===== config.mk =====
export PLATFORM = sky130hd
export DESIGN_NAME = swapGcdCore
export DESIGN_NICKNAME = d
export VERILOG_FILES = /design/src/rtl/gcdSwapPkg.sv /design/src/rtl/gcdCtrl.sv /design/src/rtl/gcdDatapath.sv /design/src/rtl/swapGcdCore.sv
export SDC_FILE = /design/constraint.sdc
export NUM_CORES = 1
export LEC_CHECK = 0
export CAP_MARGIN = 30
export CORE_MARGIN = 1
export CORE_UTILIZATION = 44
export CTS_CLUSTER_SIZE = 14
export DETAILED_ROUTE_END_ITERATION = 10
export MAX_ROUTING_LAYER = met4
export PLACE_DENSITY = 0.86
export SYNTH_ARGS = -nofsm -noshare
export SYNTH_HDL_FRONTEND = slang
export SYNTH_HIERARCHICAL = 1
export SYNTH_SLANG_ARGS = --single-unit

===== constraint.sdc =====
create_clock -name clk -period 2.5 [get_ports clk]
set_clock_uncertainty 0.05 [all_clocks]
set_input_delay 0.25 -clock clk [delete_from_list [all_inputs] [get_ports clk]]
set_output_delay 0.25 -clock clk [all_outputs]
set_load 0.01 [all_outputs]

===== src/rtl/gcdSwapPkg.sv =====
package gcdSwapPkg;
  localparam int STATE_W = 3;

  typedef enum logic [STATE_W-1:0] {
    ST_IDLE = 3'd0,
    ST_INIT = 3'd1,
    ST_RLD  = 3'd2,
    ST_CMP  = 3'd3,
    ST_NEG  = 3'd4,
    ST_POS  = 3'd5,
    ST_EQ   = 3'd6
  } gcdState_e;

  typedef struct packed {
    logic loadOps;
    logic loadCtx;
    logic fixZero;
    logic subX;
    logic subY;
    logic capture;
  } dpCtrl_t;

  function automatic logic isSafe(input logic [STATE_W-1:0] code);
    return code <= 3'd3;
  endfunction
endpackage


===== src/rtl/gcdCtrl.sv =====
module gcdCtrl
  import gcdSwapPkg::*;
(
  input  logic               clk,
  input  logic               rstN,
  input  logic               startI,
  input  logic               swapI,
  input  logic               ctxLoadI,
  input  logic [STATE_W-1:0] stateI,
  input  logic               xGtYI,
  input  logic               xEqYI,
  input  logic               anyZeroI,
  output dpCtrl_t            ctrlO,
  output logic [STATE_W-1:0] stateO,
  output logic               swapAckO
);
  gcdState_e stateQ, stateNext;
  logic      loadCtx;

  assign loadCtx = swapI & ctxLoadI;

  always_comb begin
    stateNext = stateQ;
    ctrlO     = '0;
    if (loadCtx) begin
      ctrlO.loadCtx = 1'b1;
      if (isSafe(stateI)) stateNext = gcdState_e'(stateI);
    end else begin
      unique case (stateQ)
        ST_IDLE: if (!swapI && startI) begin
          ctrlO.loadOps = 1'b1;
          stateNext     = ST_INIT;
        end
        ST_INIT: if (!swapI) begin
          if (anyZeroI) begin
            ctrlO.fixZero = 1'b1;
            stateNext     = ST_EQ;
          end else begin
            stateNext = ST_RLD;
          end
        end
        ST_RLD: if (!swapI) stateNext = ST_CMP;
        ST_CMP: if (!swapI) begin
          if (xEqYI)      stateNext = ST_EQ;
          else if (xGtYI) stateNext = ST_POS;
          else            stateNext = ST_NEG;
        end
        ST_POS: begin
          ctrlO.subX = 1'b1;
          stateNext  = ST_CMP;
        end
        ST_NEG: begin
          ctrlO.subY = 1'b1;
          stateNext  = ST_CMP;
        end
        ST_EQ: begin
          ctrlO.capture = 1'b1;
          stateNext     = ST_IDLE;
        end
        default: stateNext = ST_IDLE;
      endcase
    end
  end

  always_ff @(posedge clk or negedge rstN) begin
    if (!rstN) stateQ <= ST_IDLE;
    else       stateQ <= stateNext;
  end

  assign stateO   = stateQ;
  assign swapAckO = swapI & isSafe(stateQ);
endmodule


===== src/rtl/gcdDatapath.sv =====
module gcdDatapath
  import gcdSwapPkg::*;
#(
  parameter int W = 8
) (
  input  logic         clk,
  input  logic         rstN,
  input  dpCtrl_t      ctrlI,
  input  logic [W-1:0] opAI,
  input  logic [W-1:0] opBI,
  input  logic [W-1:0] ctxXI,
  input  logic [W-1:0] ctxYI,
  output logic [W-1:0] xO,
  output logic [W-1:0] yO,
  output logic [W-1:0] resultO,
  output logic         doneO,
  output logic         xGtYO,
  output logic         xEqYO,
  output logic         anyZeroO
);
  logic [W-1:0] xQ, yQ, resQ;
  logic         doneQ;

  always_ff @(posedge clk or negedge rstN) begin
    if (!rstN) begin
      xQ    <= '0;
      yQ    <= '0;
      resQ  <= '0;
      doneQ <= 1'b0;
    end else begin
      doneQ <= ctrlI.capture;
      if (ctrlI.capture) resQ <= xQ;
      if (ctrlI.loadCtx) begin
        xQ <= ctxXI;
        yQ <= ctxYI;
      end else if (ctrlI.loadOps) begin
        xQ <= opAI;
        yQ <= opBI;
      end else if (ctrlI.fixZero) begin
        xQ <= xQ | yQ;
      end else if (ctrlI.subX) begin
        xQ <= xQ - yQ;
      end else if (ctrlI.subY) begin
        yQ <= yQ - xQ;
      end
    end
  end

  assign xGtYO    = xQ > yQ;
  assign xEqYO    = xQ == yQ;
  assign anyZeroO = (xQ == '0) || (yQ == '0);
  assign xO       = xQ;
  assign yO       = yQ;
  assign resultO  = resQ;
  assign doneO    = doneQ;
endmodule


===== src/rtl/swapGcdCore.sv =====
module swapGcdCore
  import gcdSwapPkg::*;
#(
  parameter int W = 8
) (
  input  logic         clk,
  input  logic         rstN,
  input  logic         startI,
  input  logic [W-1:0] opAI,
  input  logic [W-1:0] opBI,
  output logic [W-1:0] resultO,
  output logic         doneO,
  input  logic         swapI,
  input  logic         ctxLoadI,
  output logic         swapAckO,
  output logic [2:0]   stateO,
  input  logic [2:0]   stateI,
  output logic [W-1:0] ctxXO,
  output logic [W-1:0] ctxYO,
  input  logic [W-1:0] ctxXI,
  input  logic [W-1:0] ctxYI
);
  dpCtrl_t ctrl;
  logic    xGtY, xEqY, anyZero;

  gcdCtrl uCtrl (
    .clk      (clk),
    .rstN     (rstN),
    .startI   (startI),
    .swapI    (swapI),
    .ctxLoadI (ctxLoadI),
    .stateI   (stateI),
    .xGtYI    (xGtY),
    .xEqYI    (xEqY),
    .anyZeroI (anyZero),
    .ctrlO    (ctrl),
    .stateO   (stateO),
    .swapAckO (swapAckO)
  );

  gcdDatapath #(.W(W)) uDp (
    .clk      (clk),
    .rstN     (rstN),
    .ctrlI    (ctrl),
    .opAI     (opAI),
    .opBI     (opBI),
    .ctxXI    (ctxXI),
    .ctxYI    (ctxYI),
    .xO       (ctxXO),
    .yO       (ctxYO),
    .resultO  (resultO),
    .doneO    (doneO),
    .xGtYO    (xGtY),
    .xEqYO    (xEqY),
    .anyZeroO (anyZero)
  );
endmodule


### After elaboration in Yosys (flattened, before gate mapping)

Index checks and enable logic that the tools add are counted.

* multiplexer cells: 30
* add/subtract/negate cells: 2
* order comparisons: 3
* equality and inequality tests: 14
* reduce and logical (&&, ||, !) cells: 11
* bitwise gates (word level): 3

Operator list (count)
* $mux W8: 9
* $mux W3: 7
* $logic_not A8 Y1: 2
* $sub A8 B8 Y8: 2
* $pmux W3 S5: 1
* $mux W1: 11
* $eq A3 B3 Y1 const B: 3
* $ne A3 B1 Y1 const B: 3
* $ne A3 B2 Y1 const B: 3
* $eq A8 B8 Y1: 1
* $gt A8 B8 Y1: 1
* $or A8 B8 Y8: 1
* $eq A3 B2 Y1 const B: 2
* $le A3 B2 Y1 const B: 2
* $reduce_and A5 Y1: 1
* $mux W4: 1
* $reduce_bool A4 Y1: 1
* $eq A3 B1 Y1 const B: 1
* $logic_not A3 Y1: 1
* $reduce_and A3 Y1: 1
* $reduce_bool A3 Y1: 1
* $and A1 B1 Y1: 2
* $mux W2: 1
* $ne A2 B2 Y1 const B: 1
* other kinds (4): 4

* output and inout port bits: 29
* register bits: 28
* input port bits: 40

### Longest topological paths before layout

Gate-level depths: netlist (run 1).

* depth after elaboration: 11
* depth in mapped cells: 12
* gate-level depth less buffers: 12

### Modules after synthesis

The synthesis (run 1) kept the hierarchy.

By module, submodules not included
* gcdDatapath: seq. area each 625.6 µm², instances 1, area an instance 2207.1 µm², cells an instance 252
* gcdCtrl: seq. area each 75.1 µm², instances 1, area an instance 309.0 µm², cells an instance 36

### Worst setup path before layout (run 1)

Ideal clock, no wire load.

* path kind: flip-flop to flip-flop
* start: reg uDp.xQ[5], in the netlist uDp/xO[5]
* end: reg uCtrl.stateQ[0], in the netlist uCtrl/stateO[0]
* path buffers: 1
* required time: 2.325 ns
* path slack: -0.054 ns
* period minus slack after synthesis: 2.554 ns
* arrival time: 2.379 ns
* cell stages (with the launch flop): 12
* cell sequence: dfrtp_1 > inv_1 > ha_1 > buf_4 > or3_2 > nor3_2 > o21bai_1 > nand2_1 > nand2_1 > o21ai_0 > a22o_1 > mux2_2

RTL lines
* start, declared: RTL line gcdDatapath.sv:21 `logic [W-1:0] xQ, yQ, resQ;`
* start signal, assigned: RTL line gcdDatapath.sv:34 `xQ <= ctxXI;`
* start signal, assigned: RTL line gcdDatapath.sv:37 `xQ <= opAI;`
* start signal, assigned: RTL line gcdDatapath.sv:40 `xQ <= xQ | yQ;`
* $eq A8 B8 Y1: RTL line gcdDatapath.sv:50 `assign xEqYO = xQ == yQ;`
* named net xEqY: RTL line swapGcdCore.sv:24 `logic xGtY, xEqY, anyZero;`
* $mux W2: RTL line gcdCtrl.sv:44 `if (xEqYI) stateNext = ST_EQ;`
* $mux W3: RTL line gcdCtrl.sv:43 `ST_CMP: if (!swapI) begin`
* $pmux W3 S5: RTL line gcdCtrl.sv:29 `unique case (stateQ)`
* $mux W3: RTL line gcdCtrl.sv:25 `if (loadCtx) begin`
* end signal, assigned: RTL line gcdCtrl.sv:67 `else stateQ <= stateNext;`
* end, declared: RTL line gcdCtrl.sv:17 `gcdState_e stateQ, stateNext;`

The timed path passes the listed nets, and every way through them passes these cells. The select of a mux whose other input is x is not followed.
A chain may end at the register's enable or synchronous reset.

==> results of run 1 <==
[logic make-up after synthesis]
logic type               count (synthesis)
AO/OA/AOI/OAI                           76
XOR/XNOR                                 9
adder cells (fa/ha/maj)                 25
buffers and inverters                   42
flip-flops                              28
multiplexers                            16
AND/OR/NAND/NOR                         92
[power groups by stage]
stage	Combinational [uW]	Sequential, uW	Clock (uW)
floorplan	2000	985	0
global placement	3330	863	0
detailed placement	3370	881	0
CTS	3400	870	387
global route	3940	910	404
finish	3670	880	374
[cells in the mapped netlist, drive strengths merged (4+ instances only)]
cell type  instances
dfrtp             28
nand2             27
inv               25
ha                23
nor2              23
a21oi             16
o21ai             15
mux2              12
buf               10
nor3              10
xnor2              7
clkbuf             6
nor4               6
a211o              5
nor2b              5
nor3b              5
a31oi              4
mux2i              4
o221ai             4
[timing repair]
item,CTS,global route
gates resized for setup,0,17
buffers inserted,0,4
setup endpoints to repair,0,13
[layout by cell type (no fill, tap or decap), drive strengths merged, types with 7 or more instances in the layout]
master and count:
clkdlybuf4s50 68, buf 39, dfrtp 28, nand2 27, inv 25, nor2 23
ha 23, a21oi 16, o21ai 15, mux2 12, nor3 10, xnor2 7
[worst reg2reg max path, stage by stage (launching register included)]
cell                       delay (ps)
sky130_fd_sc_hd__dfrtp_1          410
sky130_fd_sc_hd__buf_4            140
sky130_fd_sc_hd__nor4_1           430
sky130_fd_sc_hd__nand2_1          150
sky130_fd_sc_hd__nand2_1          150
sky130_fd_sc_hd__and4b_2          290
sky130_fd_sc_hd__buf_6            160
sky130_fd_sc_hd__inv_1            110
sky130_fd_sc_hd__a311oi_1         340
sky130_fd_sc_hd__o21ai_1          200
[layout make-up]
| class | instances | area share, % |
|---|---|---|
| Multi-Input combinational cell | 218 | 46.7 |
| Clock buffer | 3 | 1.13 |
| Inverter | 26 | 2.68 |
| Clock inverter | 1 | 0.825 |
| Timing Repair Buffer | 107 | 26.8 |
| Sequential cell | 28 | 19.4 |
| Tap cell | 72 | 2.47 |
[metrics by stage]
| stage | setup WS (ps) | setup TNS (ps) | std cells | hold slack (ps) |
|---|---|---|---|---|
| after floorplan | 4.65 | 0 | 288 | -95.6 |
| after global placement | -6.79 | -6.79 | 447 | 444 |
| after CTS | 8.11 | 0 | 451 | 314 |
| after global routing | -88.4 | -306 | 455 | 345 |
| final | -79.8 | -163 | 455 | 297 |
| after detailed placement | 2.34 | 0 | 447 | 445 |
[path summary, 6_finish.rpt]
kind	startpoint	endpoint	slack (ps)
worst max-delay path	uDp/yO[5]	uDp/xO[3]	-80
worst min-delay path	rstN	uDp/yO[5]	300
max in group asynchronous	rstN	uDp/xO[2]	1790
worst min register to register	uDp/resultO[1]	uDp/resultO[1]	470
min in group clk	uDp/resultO[1]	uDp/resultO[1]	470
worst max register to register	uDp/yO[5]	uDp/xO[3]	-80
[flip-flops by register name, indices dropped and copies added (netlist names)]
signal,flops
uDp/xO,8
uDp/yO,8
uDp/doneO,1
uDp/resultO,8
uCtrl/stateO,3
[per-layer routing]
layer	routed length, um	global-route usage [%]
met1	3370	34.8
met3	479	2.71
met2	3880	45.4
met4	278	11.7
met5	0	-
==> results list, run 1 <==
* Status: finished, violations left
- Maximum ir drop on the vdd rail: 0.705 mV
* Nets: 449
* DRT iter0 DRCs: 204
- Half-perimeter wire length of the detailed placement result: 5950 um
- Portion of synthesized cell area occupied by the leading cell type: 27.8%
* Final Wtd Congestion: 0.936
- Overall fraction of global-route tracks in use: 27.7%
* Hold-fix buffers at CTS: 0
- After synthesis, the share of flip-flops with an asynchronous set or reset is 100%.
* Die Span X: 77.6 um
- Logic pwr share: 74.5%
- Number of flip-flops and latches in the synthesized netlist: 28
* Area taken by multi-input logic gates: 1700 sq um
* Switching power: 2220 uW
- In this run the count of I/O pins placed on the die edge is 69.
* Leakage power figure: 0.00157 uW
- The synthesized netlist devotes 21.6% of its cell area to compound gates.
- The design draws 4930 uW.
- In this run the core area contains 27 standard-cell rows.
* Top cells by area, synth: sky130_fd_sc_hd__dfrtp_1 28%, sky130_fd_sc_hd__ha_1 11%, sky130_fd_sc_hd__mux2_2 4.9%
- For the worst setup path, the data required time is 2590 ps.
- Clock tree synthesis found a total of 28 sinks.
- Count of pins over their slew limit: 0
* Number of buffers on the longest clock path: 2
- The clock network is responsible for 7.6% of the overall power.
* Violated checks: setup timing
* DRC violation count after routing: 0
- The finished cells cover 3640 sq um.
- Number of filler cells placed in the layout: 457
- For this design the ratio of total power to cell area is 1350 nW/um^2.
- The initial utilization of the core area, before any placement, comes to 45.7%.
* Cells along the critical path: buf_4 > nor4_1 > nand2_1 > nand2_1 > and4b_2 > buf_6 > inv_1 > a311oi_1 > o21ai_1
- Number of buffers and inverters on the critical path: 3
- Family of cells with the greatest summed delay on the critical path: simple AND/OR/NAND/NOR gates
- The repair_antennas step left the layout with diodes totalling 0.
* CP Launch Type: flip-flop
- Share of cell area taken by muxes after synthesis: 6.96%
* TritonCTS buffer count: 3
* Area added between synthesis and finish: 44.7%
* Class of the tightest hold or removal check: in2async
- Setup crit end kind: flip-flop
- The floorplan step defined a core boundary enclosing 5510 sq um.
- The number of antenna violations at the first check in global routing is 0.
* Most prevalent standard cell on the critical path: sky130_fd_sc_hd__nand2_1
- Largest driver fanout on the critical path: 11
- For this run, the number of Yosys warnings is 6.
* Root buf cell: sky130_fd_sc_hd__clkbuf_8
* Die span in y: 77.6 um
- WP data arrival: 2670 ps
* Clock transition time at the flip-flop clock pins of the worst setup and hold paths: 110 ps
* Slowest library cell on the worst path: sky130_fd_sc_hd__nor4_1
- Main combinational cell family by area after synthesis: compound AO/OA/AOI/OAI gates
- The hold violation total from the final report came to 0.
* Final setup violating endpoints: 4
- PortBufs: 68
- Clock latency on the worst-skew pair, taken at its later pin, is 280 ps.
- At the end of the flow the core is filled with cells to 66.1%.
- In this run the mean area of a mapped cell was 8.74 sq um.
* Vias per Instance: 5.74
- Number of distinct library cells after synthesis: 59
- CTS tree: done
* Critical path type: reg2reg
* Sequential cell area fraction in the yosys report: 27.8%
- Rel. slew slack: 59.4%
- The floorplan step defined a die boundary enclosing 6020 sq um.
- Total congestion overflow after global routing: 0
- In the synthesized netlist, the number of instances is 288.
- Avg WL per Cell: 17.6 um
- Leading area contributor after synthesis: sky130_fd_sc_hd__dfrtp_1
- Max-cap violations in this run came to 0.
- Largest net degree at the start of global routing: 29
- Registers are responsible for 17.9% of the overall power.
* Remaining antenna violation count: 0
- Synthesized Nets: 353
- The critical path runs through a total of 9 cells.
* Switching share of power: 45.1%
- Of the total synthesized cell area, the portion taken by full adders, half adders and majority gates is 13.0%.
- Dividing the final minimum period by the clock period gives 103%.
* Shortest period the worst path allows: 2580 ps
- Across the whole layout, storage elements account for 706 sq um.
- The first detailed-routing pass ran for 5 iterations.
- The synthesized netlist occupies a cell area of 2520 sq um.
- In the final layout, the share of cells above drive strength 1 is 24.0%.
- In this run the cell area measured after placement is 3460 sq um.
- Via count of the first global-routing pass: 2,600
- Worst Reg-to-Reg Cells: 9
- EDFF count, synth: 0
* Worst Setup Slack, final: -79.8 ps
- Area share of and/or/nand/nor cells after synthesis: 18.9%
- Final Routed Wirelength: 8010 um
- The most used flip-flop cell after synthesis is sky130_fd_sc_hd__dfrtp_1.
- Summing the areas of all xor and xnor instances in the mapped netlist gives 3.13% of the synthesized area.
- First-pass GRT wire length: 12,600 um
* Transition at the pin with the smallest max-transition slack: 604 ps
- Detailed routing inserted a total of 2,610 vias.
- Derived from the worst setup path, the maximum achievable clock frequency is 388 MHz.
* Htree depth: 1
* Worst path max stage delay: 430 ps
- Cell internal power was estimated by the tool at 2700 uW.
(Power assumes the default switching activity.)
==> run 2, diff against run 1 <==
--- a/config.mk
+++ b/config.mk
@@ -11,7 +11,7 @@
 export CTS_CLUSTER_SIZE = 14
 export DETAILED_ROUTE_END_ITERATION = 10
 export MAX_ROUTING_LAYER = met4
-export PLACE_DENSITY = 0.86
+export PLACE_DENSITY_LB_ADDON = 0.08
 export SYNTH_ARGS = -nofsm -noshare
 export SYNTH_HDL_FRONTEND = slang
 export SYNTH_HIERARCHICAL = 1
==> results list, run 2 (synthesis results as in run 1) <==
* Worst path max stage delay: 520 ps (+90 ps)
- The area of the die was 6020 sq um (unchanged).
* CTS tree: done
* Final setup violating endpoints: 0 (-4)
* DRC violation count after routing: 0 (unchanged)
- For this design, the slowest cell found on the critical path is sky130_fd_sc_hd__or4_4.
- The number of buffers between clock root and the deepest sink was 2 (unchanged).
- Transition at the pin with the smallest max-transition slack: 539 ps (-65.0 ps)
- Via count of the first global-routing pass: 2,511 (-3.4%)
* Fmax: 415 MHz (+7.0%)
- Largest driver fanout on the critical path: 4 (-7)
- Via count: 2,596 (-0.54%)
- Nets: 460 (+2.4%)
* PD cells: 1340 nW/um^2 (-1.2%)
- Rel. slew slack: 63.9% (+4.5 points)
- The static leakage is 0.00163 uW (+3.5%).
- The cell family contributing the most delay on the critical path is simple AND/OR/NAND/NOR gates.
- The signal arrival time at the worst endpoint is 2540 ps (-130 ps).
- The count of antenna-violating nets left after detailed routing is 0 (unchanged).
* Number of antenna violations at the first check in global routing: 0 (unchanged)
- The top cell types in the final layout, fill and taps aside, are 68 x sky130_fd_sc_hd__clkdlybuf4s50_1, 49 x sky130_fd_sc_hd__buf_4, 27 x sky130_fd_sc_hd__nand2_1.
* Critical path type: reg2reg
- Number of max-cap violations: 0 (unchanged)
- The clock transition at the registers of the reported paths came to 110 ps (about the same).
* Number of placed cells counting well taps: 455 (+1.8%)
- Critical path required time: 2630 ps (+40 ps)
- The startpoint identified for the worst register-to-register timing path is uDp/yO[0].
- The detailed-route vias per instance is 5.57 (-2.9%).
- Final Wtd Congestion: 0.895 (-4.3%)
- R2r endpoint: uCtrl/stateO[0]
- TritonCTS buffer count: 3 (unchanged)
- The routed wire length was 8080 um (+0.91%).
- Placement row count: 27 (unchanged)
- The ratio of final minimum period to clock period was 96.5% (-6.7 points).
- The initial cell density of the core is 45.7% (unchanged).
- The worst vdd rail ir drop is 0.722 mV (+2.3%).
* Setup crit end kind: flip-flop
* Shortest period the worst path allows: 2410 ps (-168 ps)
- The sum of buffers and inverters on the critical path is 1 (-2).
- The first-pass GRT wire length was 12,900 um (+2.1%).
- The fraction of the core area covered by cells at the end of the flow came to 66.8% (+0.64 points).
* Root buf cell: sky130_fd_sc_hd__clkbuf_8
* Final hold violations: 0 (unchanged)
- STA classifies the critical path startpoint as a flip-flop.
- The worst-skew pair later-pin latency was 290 ps (about the same).
* Avg WL per Cell: 17.3 um (-1.5%)
* Half-perimeter wire length of the detailed placement result: 6100 um (+2.4%)
* DRT iter0 DRCs: 222 (+8.8%)
- The final instance count without filler cells was 466 (+2.4%).
* Number of I/O pins: 69 (unchanged)
- Core Area: 5510 sq um (unchanged)
* Worst Reg-to-Reg Cells: 11 (+2)
- Number of antenna cells inserted: 0 (unchanged)
- The CTS sink count was 28 (unchanged).
- The reg2reg setup slack was 90 ps (+170 ps).
- Overall fraction of global-route tracks in use: 28.2% (+0.49 points)
- Count of pins over their slew limit: 0 (unchanged)
- Total congestion overflow after global routing: 0 (unchanged)
* Die span in y: 77.6 um (unchanged)
- PortBufs: 68 (unchanged)
- Relative to the synthesized area, the layout overhead comes to 46.1%.
* Hold-fix buffers at CTS: 0 (unchanged)
- Fraction of final layout cells sized beyond drive strength 1: 24.1% (+0.091 points)
- The library cell used most frequently in the layout, excluding fill and tap cells, is sky130_fd_sc_hd__clkdlybuf4s50_1.
- Htree depth: 1 (unchanged)
- The critical path goes through inv_1 > ha_1 > or4_4 > nor3_4 > nor3_1 > o21ai_1 > nand2_1 > nand2_1 > o21ai_1 > a22o_1 > mux2_2.
- Pre-antenna DRT Iters: 6 (+1)
- Largest net degree at the start of global routing: 29 (unchanged)
- The run finished with clean final reports.
- Class of the tightest hold or removal check: in2async
- Die Span X: 77.6 um (unchanged)
-- run 2: changes by cell type in the layout (fill, tap and decap cells not counted), sizes merged --
cell / delta
and4b: +1
buf: +10
-- run 2: timing repair --
action / CTS / global route
setup buffers: 3 / 3
gates resized for setup: 3 / 6
setup endpoints to repair: 1 / 4
pin swaps: 1 / 0
gates cloned: 0 / 1
-- run 2: worst max path at each step --
stage,startpoint,end,slack [ps],depth (start not counted)
after floorplan,uDp/yO[1],uCtrl/stateO[0],5,10
after global placement,uDp/yO[1],uDp/xO[2],-5,9
after detailed placement,uDp/yO[1],uCtrl/stateO[0],-2,11
after CTS,uDp/xO[3],uCtrl/stateO[0],3,11
after global routing,uDp/yO[0],uCtrl/stateO[0],-3,11
final,uDp/yO[0],uCtrl/stateO[0],90,11
-- run 2: area by class of cell --
class	count	area [sq um]
fill	483	1830
tap	72	90.1
timing repair buffer	117	1050
inverter	26	97.6
sequential	28	704
multi-input combinational	219	1660
clock inverter	1	30.0
clock buffer	3	41.3
-- run 2: power breakdown --
part	internal [uW]	switching (uW)
clock network	215	165
logic	1840	1820
registers	668	208
-- run 2: through the flow --
step	hold WS (ps)	setup TNS [ps]	total power (uW)	setup WS [ps]	cell area (sq um)
2_1_floorplan	-95.6	0	2990	4.65	2540
4_1_cts	304	0	4790	3.17	3630
6_report	296	0	4910	88.7	3680
5_1_grt	320	-2.81	5230	-2.51	3680
3_3_place_gp	439	-5.38	4320	-5.38	3520
3_5_place_dp	445	-2.25	4320	-2.25	3520
-- run 2: worst register-to-register path, cell delays in order (launching register included) --
cell	delay, ps
sky130_fd_sc_hd__dfrtp_1	410
sky130_fd_sc_hd__inv_1	80
sky130_fd_sc_hd__ha_1	320
sky130_fd_sc_hd__or4_4	520
sky130_fd_sc_hd__nor3_4	150
sky130_fd_sc_hd__nor3_1	60
sky130_fd_sc_hd__o21ai_1	90
sky130_fd_sc_hd__nand2_1	60
sky130_fd_sc_hd__nand2_1	60
sky130_fd_sc_hd__o21ai_1	60
sky130_fd_sc_hd__a22o_1	190
sky130_fd_sc_hd__mux2_2	260
-- run 2: per-layer routing --
| metal | routed length, um | global-route usage (%) |
|---|---|---|
| met1 | 3730 | 37.9 |
| met2 | 3850 | 45.9 |
| met3 | 396 | 2.12 |
| met4 | 105 | 6.98 |
| met5 | 0 | - |
